===== config.mk =====
export PLATFORM = sky130hd
export DESIGN_NAME = pdser_lane_tx
export DESIGN_NICKNAME = d
export VERILOG_FILES = /design/src/rtl/pdser_pkg.sv /design/src/rtl/pdser_phase.sv /design/src/rtl/pdser_clkgen.sv /design/src/rtl/pdser_lane.sv /design/src/rtl/pdser_lane_tx.sv
export SDC_FILE = /design/constraint.sdc
export NUM_CORES = 1
export LEC_CHECK = 0
export BUFFER_PORTS_ARGS = -buffer_cell sky130_fd_sc_hd__buf_2
export CELL_PAD_IN_SITES_DETAIL_PLACEMENT = 0
export CELL_PAD_IN_SITES_GLOBAL_PLACEMENT = 1
export CORE_MARGIN = 5
export CORE_UTILIZATION = 33
export CTS_BUF_LIST = sky130_fd_sc_hd__clkbuf_4 sky130_fd_sc_hd__clkbuf_8 sky130_fd_sc_hd__clkbuf_16
export DETAILED_ROUTE_END_ITERATION = 8
export PLACE_DENSITY_LB_ADDON = 0.2
export REMOVE_ABC_BUFFERS = 1
export SLEW_MARGIN = 25
export SYNTH_ARGS = -nofsm -noshare
export SYNTH_HDL_FRONTEND = slang
export SYNTH_SLANG_ARGS = --single-unit

===== constraint.sdc =====
create_clock -name clk -period 2.5 [get_ports clk]
set_input_delay 0.125 -clock clk [delete_from_list [all_inputs] [get_ports clk]]
set_output_delay 0.125 -clock clk [all_outputs]
set_load 0.01 [all_outputs]

===== src/rtl/pdser_pkg.sv =====
package pdser_pkg;
   localparam logic [1:0] PAIR_IDLE = 2'b10;

   function automatic logic [1:0] pin_pair(input logic bit_v);
      return {~bit_v, bit_v};
   endfunction
endpackage


===== src/rtl/pdser_phase.sv =====
module pdser_phase #(
   parameter int SYM_W = 10,
   parameter int FRAME = 12,
   parameter int PH_W  = 4
) (
   input  logic            clk,
   input  logic            rst_n,
   input  logic            en,
   input  logic            dbg,
   input  logic            word_valid,
   output logic [PH_W-1:0] ph
);
   localparam logic [PH_W-1:0] LAST_T = PH_W'(SYM_W - 1);
   localparam logic [PH_W-1:0] LAST_D = PH_W'(FRAME - 1);

   always_ff @(posedge clk or negedge rst_n) begin
      if (!rst_n) begin
         ph <= '0;
      end else if (!en) begin
         ph <= '0;
      end else if (dbg) begin
         if (ph == '0 && !word_valid) ph <= '0;
         else if (ph == LAST_D)       ph <= '0;
         else                         ph <= ph + 1'b1;
      end else begin
         if (ph == LAST_T) ph <= '0;
         else              ph <= ph + 1'b1;
      end
   end

   a_r4_phase_range: assert property (@(posedge clk) disable iff (!rst_n)
      (en && !dbg) |-> (ph < PH_W'(SYM_W)));
endmodule


===== src/rtl/pdser_clkgen.sv =====
module pdser_clkgen
   import pdser_pkg::*;
#(
   parameter int SYM_W = 10,
   parameter int PH_W  = 4
) (
   input  logic            clk,
   input  logic            rst_n,
   input  logic            en,
   input  logic            dbg,
   input  logic [PH_W-1:0] ph,
   output logic [1:0]      clk_pair
);
   localparam int HALF = SYM_W / 2;

   always_ff @(posedge clk or negedge rst_n) begin
      if (!rst_n)          clk_pair <= PAIR_IDLE;
      else if (!en || dbg) clk_pair <= PAIR_IDLE;
      else                 clk_pair <= pin_pair(ph < PH_W'(HALF));
   end

   a_r4_clk_high_span: assert property (@(posedge clk) disable iff (!rst_n)
      (en && !dbg && ph == PH_W'(HALF)) |-> (clk_pair == 2'b01));
endmodule


===== src/rtl/pdser_lane.sv =====
module pdser_lane
   import pdser_pkg::*;
#(
   parameter int SYM_W   = 10,
   parameter int MAX_SPW = 2,
   parameter int FRAME   = 12,
   parameter int PH_W    = 4
) (
   input  logic                     clk,
   input  logic                     rst_n,
   input  logic                     en,
   input  logic                     dbg,
   input  logic                     two_sym,
   input  logic [SYM_W*MAX_SPW-1:0] word_data,
   input  logic                     word_valid,
   input  logic [PH_W-1:0]          ph,
   output logic                     word_ready,
   output logic [1:0]               dat_pair,
   output logic                     underflow
);
   localparam logic [PH_W-1:0] LAST_D = PH_W'(FRAME - 1);

   logic [SYM_W-1:0] cur_q, last_q, pend_q, nsym;
   logic             pv_q, at_edge, take;

   assign at_edge    = (ph == '0);
   assign word_ready = en && at_edge && (dbg || !pv_q);
   assign take       = word_ready && word_valid;

   always_comb begin
      if (pv_q)            nsym = pend_q;
      else if (word_valid) nsym = word_data[SYM_W-1:0];
      else                 nsym = last_q;
   end

   generate
      if (MAX_SPW > 1) begin : g_pend
         always_ff @(posedge clk or negedge rst_n) begin
            if (!rst_n) begin
               pv_q   <= 1'b0;
               pend_q <= '0;
            end else if (!en) begin
               pv_q <= 1'b0;
            end else if (!dbg && at_edge) begin
               if (pv_q) begin
                  pv_q <= 1'b0;
               end else if (take && two_sym) begin
                  pv_q   <= 1'b1;
                  pend_q <= word_data[2*SYM_W-1:SYM_W];
               end
            end
         end
      end else begin : g_single
         logic unused_two;
         assign unused_two = two_sym;
         assign pv_q       = 1'b0;
         assign pend_q     = '0;
      end
   endgenerate

   always_ff @(posedge clk or negedge rst_n) begin
      if (!rst_n) begin
         dat_pair  <= PAIR_IDLE;
         cur_q     <= '0;
         last_q    <= '0;
         underflow <= 1'b0;
      end else if (!en) begin
         dat_pair <= PAIR_IDLE;
      end else if (dbg) begin
         if (at_edge) begin
            if (word_valid) begin
               cur_q    <= word_data[SYM_W-1:0];
               dat_pair <= pin_pair(1'b0);
            end else begin
               dat_pair <= pin_pair(1'b1);
            end
         end else if (ph == LAST_D) begin
            dat_pair <= pin_pair(1'b1);
         end else begin
            dat_pair <= pin_pair(cur_q[0]);
            cur_q    <= cur_q >> 1;
         end
      end else begin
         if (at_edge) begin
            dat_pair <= pin_pair(nsym[0]);
            cur_q    <= nsym >> 1;
            last_q   <= nsym;
            if (!pv_q && !word_valid) underflow <= 1'b1;
         end else begin
            dat_pair <= pin_pair(cur_q[0]);
            cur_q    <= cur_q >> 1;
         end
      end
   end

   a_r2_ready_on_boundary: assert property (@(posedge clk) disable iff (!rst_n)
      word_ready |-> (en && ph == '0));
   a_r5_underflow_sticky: assert property (@(posedge clk) disable iff (!rst_n)
      underflow |=> underflow);
   a_r7_stop_hold: assert property (@(posedge clk) disable iff (!rst_n)
      (en && dbg && ph == '0 && !word_valid) |=> (dat_pair == 2'b01));
   a_r6_start_bit: assert property (@(posedge clk) disable iff (!rst_n)
      (en && dbg && ph == '0 && word_valid) |=> (dat_pair == 2'b10));
endmodule


===== src/rtl/pdser_lane_tx.sv =====
module pdser_lane_tx #(
   parameter int SYM_W   = 10,
   parameter int WORD_W  = 32,
   parameter int MAX_SPW = 2
) (
   input  logic              clk,
   input  logic              rst_n,
   input  logic              en,
   input  logic              dbg_mode,
   input  logic              two_sym,
   input  logic [WORD_W-1:0] word_data,
   input  logic              word_valid,
   output logic              word_ready,
   output logic [1:0]        dat_pair,
   output logic [1:0]        clk_pair,
   output logic              underflow
);
   localparam int FRAME  = SYM_W + 2;
   localparam int PH_W   = $clog2(FRAME);
   localparam int USED_W = SYM_W * MAX_SPW;

   generate
      if (MAX_SPW < 1 || MAX_SPW > 2) begin : g_bad_spw
         $error("MAX_SPW must be 1 or 2");
      end
      if (USED_W > WORD_W) begin : g_bad_word
         $error("symbols do not fit in a word");
      end
      if (SYM_W % 2 != 0) begin : g_bad_sym
         $error("SYM_W must be even for a 50 percent clock");
      end
      if (WORD_W > USED_W) begin : g_spare
         logic unused_upper;
         assign unused_upper = ^word_data[WORD_W-1:USED_W];
      end
   endgenerate

   logic [PH_W-1:0] ph;

   pdser_phase #(.SYM_W(SYM_W), .FRAME(FRAME), .PH_W(PH_W)) u_phase (
      .clk(clk), .rst_n(rst_n), .en(en), .dbg(dbg_mode),
      .word_valid(word_valid), .ph(ph));

   pdser_clkgen #(.SYM_W(SYM_W), .PH_W(PH_W)) u_clkgen (
      .clk(clk), .rst_n(rst_n), .en(en), .dbg(dbg_mode),
      .ph(ph), .clk_pair(clk_pair));

   pdser_lane #(.SYM_W(SYM_W), .MAX_SPW(MAX_SPW), .FRAME(FRAME), .PH_W(PH_W)) u_lane (
      .clk(clk), .rst_n(rst_n), .en(en), .dbg(dbg_mode), .two_sym(two_sym),
      .word_data(word_data[USED_W-1:0]), .word_valid(word_valid), .ph(ph),
      .word_ready(word_ready), .dat_pair(dat_pair), .underflow(underflow));

   a_r3_disabled_idle: assert property (@(posedge clk) disable iff (!rst_n)
      !en |=> (dat_pair == 2'b10 && clk_pair == 2'b10));
   a_r4_rise_marks_symbol: assert property (@(posedge clk) disable iff (!rst_n)
      $rose(clk_pair[0]) |-> ($past(ph) == '0 && $past(en) && !$past(dbg_mode)));
endmodule


; ---- Word-level counts from Yosys, hierarchy flattened
; Index checks and enable logic that the tools add are counted.
[totals]
ff_bits = 40
input_bits = 38
output_inout_bits = 6
word_cells = 61
[classes]
add_sub_neg = 1
magnitude_cmp = 1
eq_ne = 5
muxes = 23
n_bitwise = 5
n_reduce_logical = 18
[ops]
columns = op, n
row1 = 10-bit two-way mux, 6
row2 = 4-bit two-way mux, 5
row3 = 2-bit two-way mux, 7
row4 = 9-bit two-way mux, 1
row5 = "4-bit equality test, second input constant", 2
row6 = 4-bit AND reduction, 2
row7 = 1-bit logical AND, 7
row8 = 3-bit AND reduction, 2
row9 = 1-bit NOT, 5
row10 = "4-bit by 1-bit adder with 4-bit output, second input constant", 1
row11 = 1-bit zero test, 4
row12 = 4-bit zero test, 1
row13 = "4-bit by 3-bit < comparator with 1-bit output, second input constant", 1
row14 = 1-bit two-way mux, 4
row15 = "3-bit by 2-bit inequality test with 1-bit output, second input constant", 1
row16 = "3-bit inequality test, second input constant", 1
row17 = 1-bit logical OR, 2
row18 = "2-bit by 1-bit inequality test with 1-bit output, second input constant", 1

; ---- Longest topological paths before layout
; Gate-level depths: netlist (run 1).
[logic_depth]
depth_word = 9
mapped_depth = 7
mapped_depth_nobuf = 6

; ---- Cells and area by module
; From an unflattened synthesis (run 1), not the netlist that was laid out.
[hier_totals]
hier_cells = 230
area_unflattened_um2 = 2275.9
[by_module_without_submodules]
columns = mod, n_inst, cells_per_inst, area_per_inst_um2, seq_area_each_um2
row1 = pdser_lane, 1, 199, 1950.6, 852.1
row2 = pdser_phase, 1, 25, 254.0, 100.1
row3 = pdser_clkgen, 1, 6, 71.3, 51.3

; ---- Least setup slack after synthesis (run 1)
; Ideal clock, no wire load.
[synth_timing]
kind = register -> register
from = register u_phase.ph[0]
to = register u_lane.cur_q[0]
setup_time_ns = 0.125
arrival_time_ns = 1.833
required_time_ns = 2.375
path_slack_ns = 0.542
stages_incl_launch_ff = 7
path_buffers = 0
period_less_slack_ns = 1.958
cell_sequence = dfrtp_1 inv_1 ha_1 or3b_1 a211o_4 nand2_8 mux2_4
[synth_via]
elab_chain_len = 3
elab_cells_between_ends = 8
classes_between = 3 x eq/ne / 3 x mux / 2 x reduce/logical
[synth_lines]
columns = element, line_no
row1 = start: declaration, pdser_phase.sv:11  ; output logic [PH_W-1:0] ph
row2 = start signal: assignment, pdser_phase.sv:24  ; else ph <= ph + 1'b1;
row3 = start signal: assignment, pdser_phase.sv:27  ; else ph <= ph + 1'b1;
row4 = 4-bit equality test or 4-bit zero test (tied branches), "pdser_lane.sv:77, pdser_lane.sv:26"
row5 = "3-bit by 2-bit inequality test with 1-bit output (no line), or another cell as far along", -
row6 = 3-bit AND reduction (no line) or 10-bit two-way mux (tied branches), -
row7 = end signal: assignment, pdser_lane.sv:81  ; cur_q <= cur_q >> 1;
row8 = end signal: assignment, pdser_lane.sv:86  ; cur_q <= nsym >> 1;
row9 = end signal: assignment, pdser_lane.sv:91  ; cur_q <= cur_q >> 1;
row10 = end: declaration, pdser_lane.sv:23  ; logic [SYM_W-1:0] cur_q, last_q, pend_q, nsym;
; Several ways; a longest one is shown, not always the timed one.
; A chain may end at the register's enable or synchronous reset.

; ---- Worst setup path in the final report (run 1)
[layout_timing]
from = register u_phase.ph[0]
to = register u_lane.cur_q[8]
; Same word-level chain as after synthesis.

==> results of run 1 <==
[through the flow]
stage	utilization, %	worst slack [ps]	std cells	hold WS (ps)	power (uW)
after floorplan	-	542	174	-171	1270
after global placement	36.9	406	284	328	1400
after detailed placement	36.9	411	284	334	1410
after CTS	38.5	369	293	41.4	1860
after global routing	38.6	191	293	39.2	1980
final	38.6	409	293	55.9	1830
[sequential cells by signal, summed over array words and instances, names as in the netlist]
register	flops
u_lane.cur_q	10
u_lane.underflow	1
u_lane.last_q	10
u_lane.dat_pair	2
u_phase.ph	4
u_lane.pv_q	1
u_lane.pend_q	10
u_clkgen.clk_pair	2
[cell type report]
type	count	area, sq um
multi-input combinational	127	1010
clock inverter	1	5.00
tap	77	96.3
timing repair buffer	34	183
fill	623	3830
sequential	40	1000
clock buffer	7	83.8
inverter	7	26.3
[synthesized netlist by cell type (3+ instances only)]
library cell  number  area, sq um
ha_1               4         50.1
dfrtp_1           38          951
mux2i_1           10          100
mux2_2            20          225
o21ai_0           11         55.1
inv_1              6         22.5
buf_2              3         15.0
clkbuf_1           5         18.8
nand3_1            4         20.0
o221ai_1           9         78.8
nor2_1             6         22.5
mux2_4            10          150
nand2_1           35          131
[where the power goes]
part,switching [uW],total (uW),leakage (uW),internal (uW)
Combinational,206,471,0.000630,265
Clock,219,436,0.0000491,218
Sequential,91.5,920,0.000499,829
[timing repair]
| action | 4_1_cts | 5_1_grt |
|---|---|---|
| buffers inserted | 0 | 0 |
| endpoints found under the hold margin | 4 | 0 |
| hold buffers | 1 | 0 |
[how the worst max path moves through the flow]
stage                     slack [ps]                          end                    start
after floorplan                  540  u_lane.cur_q[0]$_DFFE_PN0P_  u_phase.ph[0]$_DFF_PN0_
after global placement           410  u_lane.cur_q[8]$_DFFE_PN0P_  u_phase.ph[0]$_DFF_PN0_
after global routing             190                   word_ready  u_phase.ph[1]$_DFF_PN0_
final                            410  u_lane.cur_q[8]$_DFFE_PN0P_  u_phase.ph[0]$_DFF_PN0_
after detailed placement         410  u_lane.cur_q[3]$_DFFE_PN0P_  u_phase.ph[0]$_DFF_PN0_
after CTS                        370                   word_ready  u_phase.ph[1]$_DFF_PN0_
[kinds of logic after synthesis]
group,Yosys count
and+or+nand+nor,53
muxes,40
buffers and inverters,16
DFF,40
xor gates and xnor gates,2
AOI/OAI and AO/OA,28
adders and majority gates,4
[worst max-delay path: stages (launching register included)]
cell,delay [ps]
dfrtp_1,430
inv_1,100
ha_1,220
or3b_1,380
a211o_4,390
nand2_8,150
mux2_4,310
[metal layers]
| metal | vias to the layer above | global-route usage [%] | part of all wire [%] |
|---|---|---|---|
| li1 | 712 | - | - |
| met1 | 693 | 17.1 | 48 |
| met2 | 30 | 18.8 | 45 |
| met3 | 8 | 3.50 | 5.0 |
| met4 | 0 | 4.47 | 2.1 |
| met5 | - | 0 | 0 |
==> metrics.md, run 1 <==
| Metric | Value |
|---|---|
| Routed Antenna Nets | 0 |
| Row Count | 29 |
| Clk pin slew, worst setup/hold paths | about 80 ps |
| Cell count of the worst reg-to-reg path | 6 |
| Worst-Skew Late Latency | 290 ps |
| Most frequent cells in the layout | 38 x dfrtp_1, 35 x nand2_1, 30 x buf_2 |
| Root Driver | clkbuf_8 |
| Largest net degree at the start of global routing | 41 |
| Post-CTS sizing | 0 |
| Initial antenna violation count | 0 |
| Vert. Die Dim | 89.5 um |
| Maximum clock frequency | between 0.4 and 0.5 GHz |
| Routed vias/inst | ~4.9 |
| Iteration-0 DRC Markers | 35 |
| Slew Limit Fails | 0 |
| Core area | roughly 0.0062 sq mm |
| Fin crit share | 83.6% |
| Multiplexer share of the synthesized area | 22.8% |
| Top Ports | 44 |
| Post-Syn Instances | roughly 180 |
| DRC viols | 0 |
| Die area | 0.00800 sq mm |
| Clock tree sinks | 40 |
| Hold_sp | word_data[14] |
| TritonCTS buffer count | 5 |
| Drt first pass iters | 4 |
| Main combinational cell family by area after synthesis | multiplexers |
| Slew @ Worst Pin | between 500 and 600 ps |
| Grt total ovfl | 0 |
| CTS tree | built |
| Mapped cell area | 0.00208 sq mm |
| Post-synthesis sequential area ratio | between 40% and 50% |
| CP arrival | roughly 2300 ps |
| Share of layout cells above drive strength 1 | 36.6% |
| Antenna Cells | 0 |
| DRT Wirelength | 4390 um |
| WS Path Type | reg2reg |
| Vias | approximately 1.4k |
| Status | finished clean |
| Pwr dens | about 760 mW/mm^2 |
| Hold path endpoint | u_lane.pend_q[4]$_DFFE_PN0P_ |
| R2R Path Start | u_phase.ph[0]$_DFF_PN0_ |
| Adder-Cell Fraction of Synth Area | under 10% |
| Worst reg2reg setup slack | between 400 and 500 ps |
| Routability Congestion | between 0.7 and 0.8 |
| Final instance area | approximately 0.0024 sq mm |
| Reg-to-reg critical path endpoint | u_lane.cur_q[8]$_DFFE_PN0P_ |
| Worst setup EP type | flip-flop |
| Total Nets Final | roughly 260 |
| Avg Inst Size Synth | 11.4 sq um |
| Number of synthesized flops with an enable pin | 0 |
| Nature of the critical path startpoint | flip-flop |
| CP Max Fanout | 10 |
| Max_slew headroom | approximately two thirds |
| Worst hold path type | in2reg |
| Maximum vdd drop | about 0.00029 V |
| Vias in the first global route | approximately 1.4k |
| Pleak | approximately 0.0012 uW |
| Commonest non-fill, non-tap cell in the layout | dfrtp_1 |
| Yosys warns | 0 |
| Xor and xnor area share after synthesis | less than 1% |
| Final min period | roughly 2100 ps |
| IO Port Bufs | 31 |
| Unique masters post-synth | 32 |
| Setup TNS | 0 ps |
| Global-route wire length before repair | 7360 um |
| Fin. Hold Viols | 0 |
| Routed WL per cell | between 10 and 15 um |
| Synth Area in Simple Gates | between 10% and 20% |
| Max-Cap Viols | 0 |
| Hold Path Stages | 2 |
| H-tree Lvls | 2 |
| WP data required | between 2000 and 3000 ps |
| Bufs on Longest Clock Path | 2 |
| Gr usage total | about an eighth |
| Primary FF master, synth | dfrtp_1 |
| Die span in x | about 89 um |
| Area grow syn2layout | 15.5% |
| Hpwl dp | 2950 um |
| RSZ-0062 raised after global routing | false |
| Layout Skew | 10.6 ps |
| Area after DPL | between 0.002 and 0.0025 sq mm |
| Compound-gate portion of the synthesized area | 9.61% |
| Initial Util | between 30% and 40% |
| Flops & latches, synth | 40 |
| FFs w/ async S/R, synth | 100% |
| Final setup fails | 0 |
Power figures use the tool's default switching activity.
==> inputs of run 2 (changes only) <==
clock period = 2.1 ns   (was 2.5 ns; I/O delays follow)
==> run 2 against run 1 <==
Against the previous run:
- first-iteration DRC count is 60% higher
- wire length rose by 9.7%
- sequential power is 18% higher
- largest power group unchanged
==> metrics.md, run 2 (synthesized netlist as in run 1, its figures left out) <==
| Metric | Value |
|---|---|
| Comb pwr share | 26.8% |
| Nature of the critical path startpoint | flip-flop |
| Setup TNS | 0 ps |
| Pwr dens | 926 mW/mm^2 |
| Crit-path cells | inv_2 -> ha_2 -> buf_4 -> or3b_4 -> buf_12 -> a211oi_4 -> buf_2 |
| Vias in the first global route | ~1.6k |
| Slew @ Worst Pin | roughly 480 ps |
| Status | finished clean |
| WP data required | roughly 2000 ps |
| TritonCTS buffer count | 5 |
| Maximum vdd drop | roughly 0.00038 V |
| Largest net degree at the start of global routing | 26 |
| Cell count of the worst reg-to-reg path | 6 |
| Routed Antenna Nets | 0 |
| Routability Congestion | 0.707 |
| Iteration-0 DRC Markers | 56 |
| Dpl cells | 293 |
| Core area | between 0.006 and 0.007 sq mm |
| Vert. Die Dim | ~89 um |
| WS Path Type | reg2out |
| Final setup fails | 0 |
| Worst-Skew Late Latency | 290 ps |
| Reg power frac | between 40 and 50% |
| DP Worst Slack | roughly 140 ps |
| Final min period | 2000 ps |
| Final core occ | approximately two fifths |
| Worst reg2reg setup slack | around 130 ps |
| Pint | about 1700 uW |
| Hold Path Stages | 2 |
| RSZ-0062 raised after global routing | false |
| DRT Wirelength | slightly below 5000 um |
| Die span in x | between 80 and 90 um |
| CP Max Fanout | 11 |
| # fillers | around 630 |
| H-tree Lvls | 2 |
| Commonest non-fill, non-tap cell in the layout | dfrtp_1 |
| CP arrival | about 1900 ps |
| Reg-to-reg critical path endpoint | u_lane.cur_q[2]$_DFFE_PN0P_ |
| Root Driver | clkbuf_8 |
| Worst setup EP type | primary output |
| Pleak | approximately 0.0013 uW |
| Area grow syn2layout | 22.7% |
| Maximum clock frequency | 0.500 GHz |
| Clock tree sinks | 40 |
| Hpwl dp | around 3300 um |
| Most frequent cells in the layout | 38 x dfrtp_1, 35 x nand2_1, 31 x buf_2 |
| Clk pin slew, worst setup/hold paths | 80 ps |
| CTS tree | built |
| Fin crit share | 95.1% |
| Clock share of power | 27.0% |
| Global-route wire length before repair | 7910 um |
| CP max-delay cell | dfrtp_1 |
| Post-Layout Cell Count | between 300 and 400 |
| Gr usage total | a little over an eighth |
| R2R Path Start | u_phase.ph[1]$_DFF_PN0_ |
| Layout Skew | 5.36 ps |
| Vias | 1507 |
| Hold_sp | word_data[19] |
| Sw frac | approximately 28% |
| Row Count | 29 |
| DRC viols | 0 |
| Share of layout cells above drive strength 1 | 41.9% |
| Sw Pwr | 653 uW |
| Slew Limit Fails | 0 |
| Antenna Cells | 0 |
| Bufs on Longest Clock Path | 2 |
| Initial antenna violation count | 0 |
| Hold path endpoint | u_lane.pend_q[9]$_DFFE_PN0P_ |
| Max stage delay on crit path | between 300 and 400 ps |
| Final worst slack | slightly above 100 ps |
| Max-Cap Viols | 0 |
| Routed vias/inst | a little under 5 |
| Grt total ovfl | 0 |
| Worst hold path type | in2reg |
| Drt first pass iters | 4 |
| Routed WL per cell | 15.8 um |
| IO Port Bufs | 31 |
| Initial Util | 33.4% |
| Die area | between 0.008 and 0.009 sq mm |
| Largest regs | u_lane.cur_q (10), u_lane.last_q (10), u_lane.pend_q (10) |
| Fin. Hold Viols | 0 |
| Total Nets Final | ~270 |
| Top Ports | 44 |
| Max_slew headroom | between 60 and 70% |
[run 2: changes by cell type in the layout (fill, tap and decap cells not counted), sizes merged]
cell    previous run  this run
bufinv             0         1
buf               33        43
[run 2: cell type report]
class / instances / area, sq um / share of cell area, %
Multi-Input combinational cell: 127 / 1030 / 40.1
Sequential cell: 40 / 1000 / 39.3
Timing Repair Buffer: 45 / 293 / 11.5
Tap cell: 77 / 96.3 / 3.77
Clock buffer: 6 / 76.3 / 2.99
Clock inverter: 2 / 35.0 / 1.37
Inverter: 7 / 26.3 / 1.03
[run 2: metrics by stage]
stage	cell area, sq um	total power [uW]	hold WS [ps]
2_1_floorplan	2040	1510	-191
3_3_place_gp	2370	1690	61.3
3_5_place_dp	2370	1710	64.6
4_1_cts	2490	2360	24.7
5_1_grt	2560	2540	27.1
6_report	2560	2370	36.2
[run 2: power groups by stage]
stage / clock network [uW] / registers [uW] / logic (uW)
4_1_cts: 666 / 1100 / 598
3_5_place_dp: 0 / 1110 / 597
5_1_grt: 701 / 1130 / 713
6_report: 639 / 1090 / 635
3_3_place_gp: 0 / 1100 / 583
2_1_floorplan: 0 / 1090 / 424
[run 2: per-layer routing]
layer | GRT usage, % | part of all wire [%] | vias up
li1 | - | - | 736
met1 | 17.8 | 46 | 729
met2 | 21.0 | 47 | 33
met3 | 3.13 | 4.7 | 9
met4 | 4.87 | 2.4 | 0
met5 | 0 | 0 | -
[run 2: timing repair]
item                                    in CTS  in global routing
endpoints found under the setup margin       0                  2
gates resized for setup                      0                  9
setup buffers                                0                  1
endpoints found under the hold margin       13                  0
hold buffers                                 1                  0
[run 2: worst max-delay path: cells and delay by family, from the launching register on]
| kind | cells | cell delay [ps] |
|---|---|---|
| adders and majority gates | 1 | 180 |
| DFF | 1 | 390 |
| and+or+nand+nor | 1 | 390 |
| AOI/OAI and AO/OA | 1 | 140 |
| buffers and inverters | 4 | 510 |
[run 2: worst max path at each step]
stage | cells past startpoint | slack [ps] | to | start
floorplan | 6 | 140 | u_lane.cur_q[0]$_DFFE_PN0P_ | u_phase.ph[0]$_DFF_PN0_
global placement | 6 | 140 | u_lane.cur_q[8]$_DFFE_PN0P_ | u_phase.ph[0]$_DFF_PN0_
detailed placement | 6 | 140 | u_lane.cur_q[3]$_DFFE_PN0P_ | u_phase.ph[0]$_DFF_PN0_
CTS | 7 | 5 | word_ready | u_phase.ph[0]$_DFF_PN0_
global route | 7 | 0.9 | word_ready | u_phase.ph[1]$_DFF_PN0_
finish | 7 | 100 | word_ready | u_phase.ph[1]$_DFF_PN0_
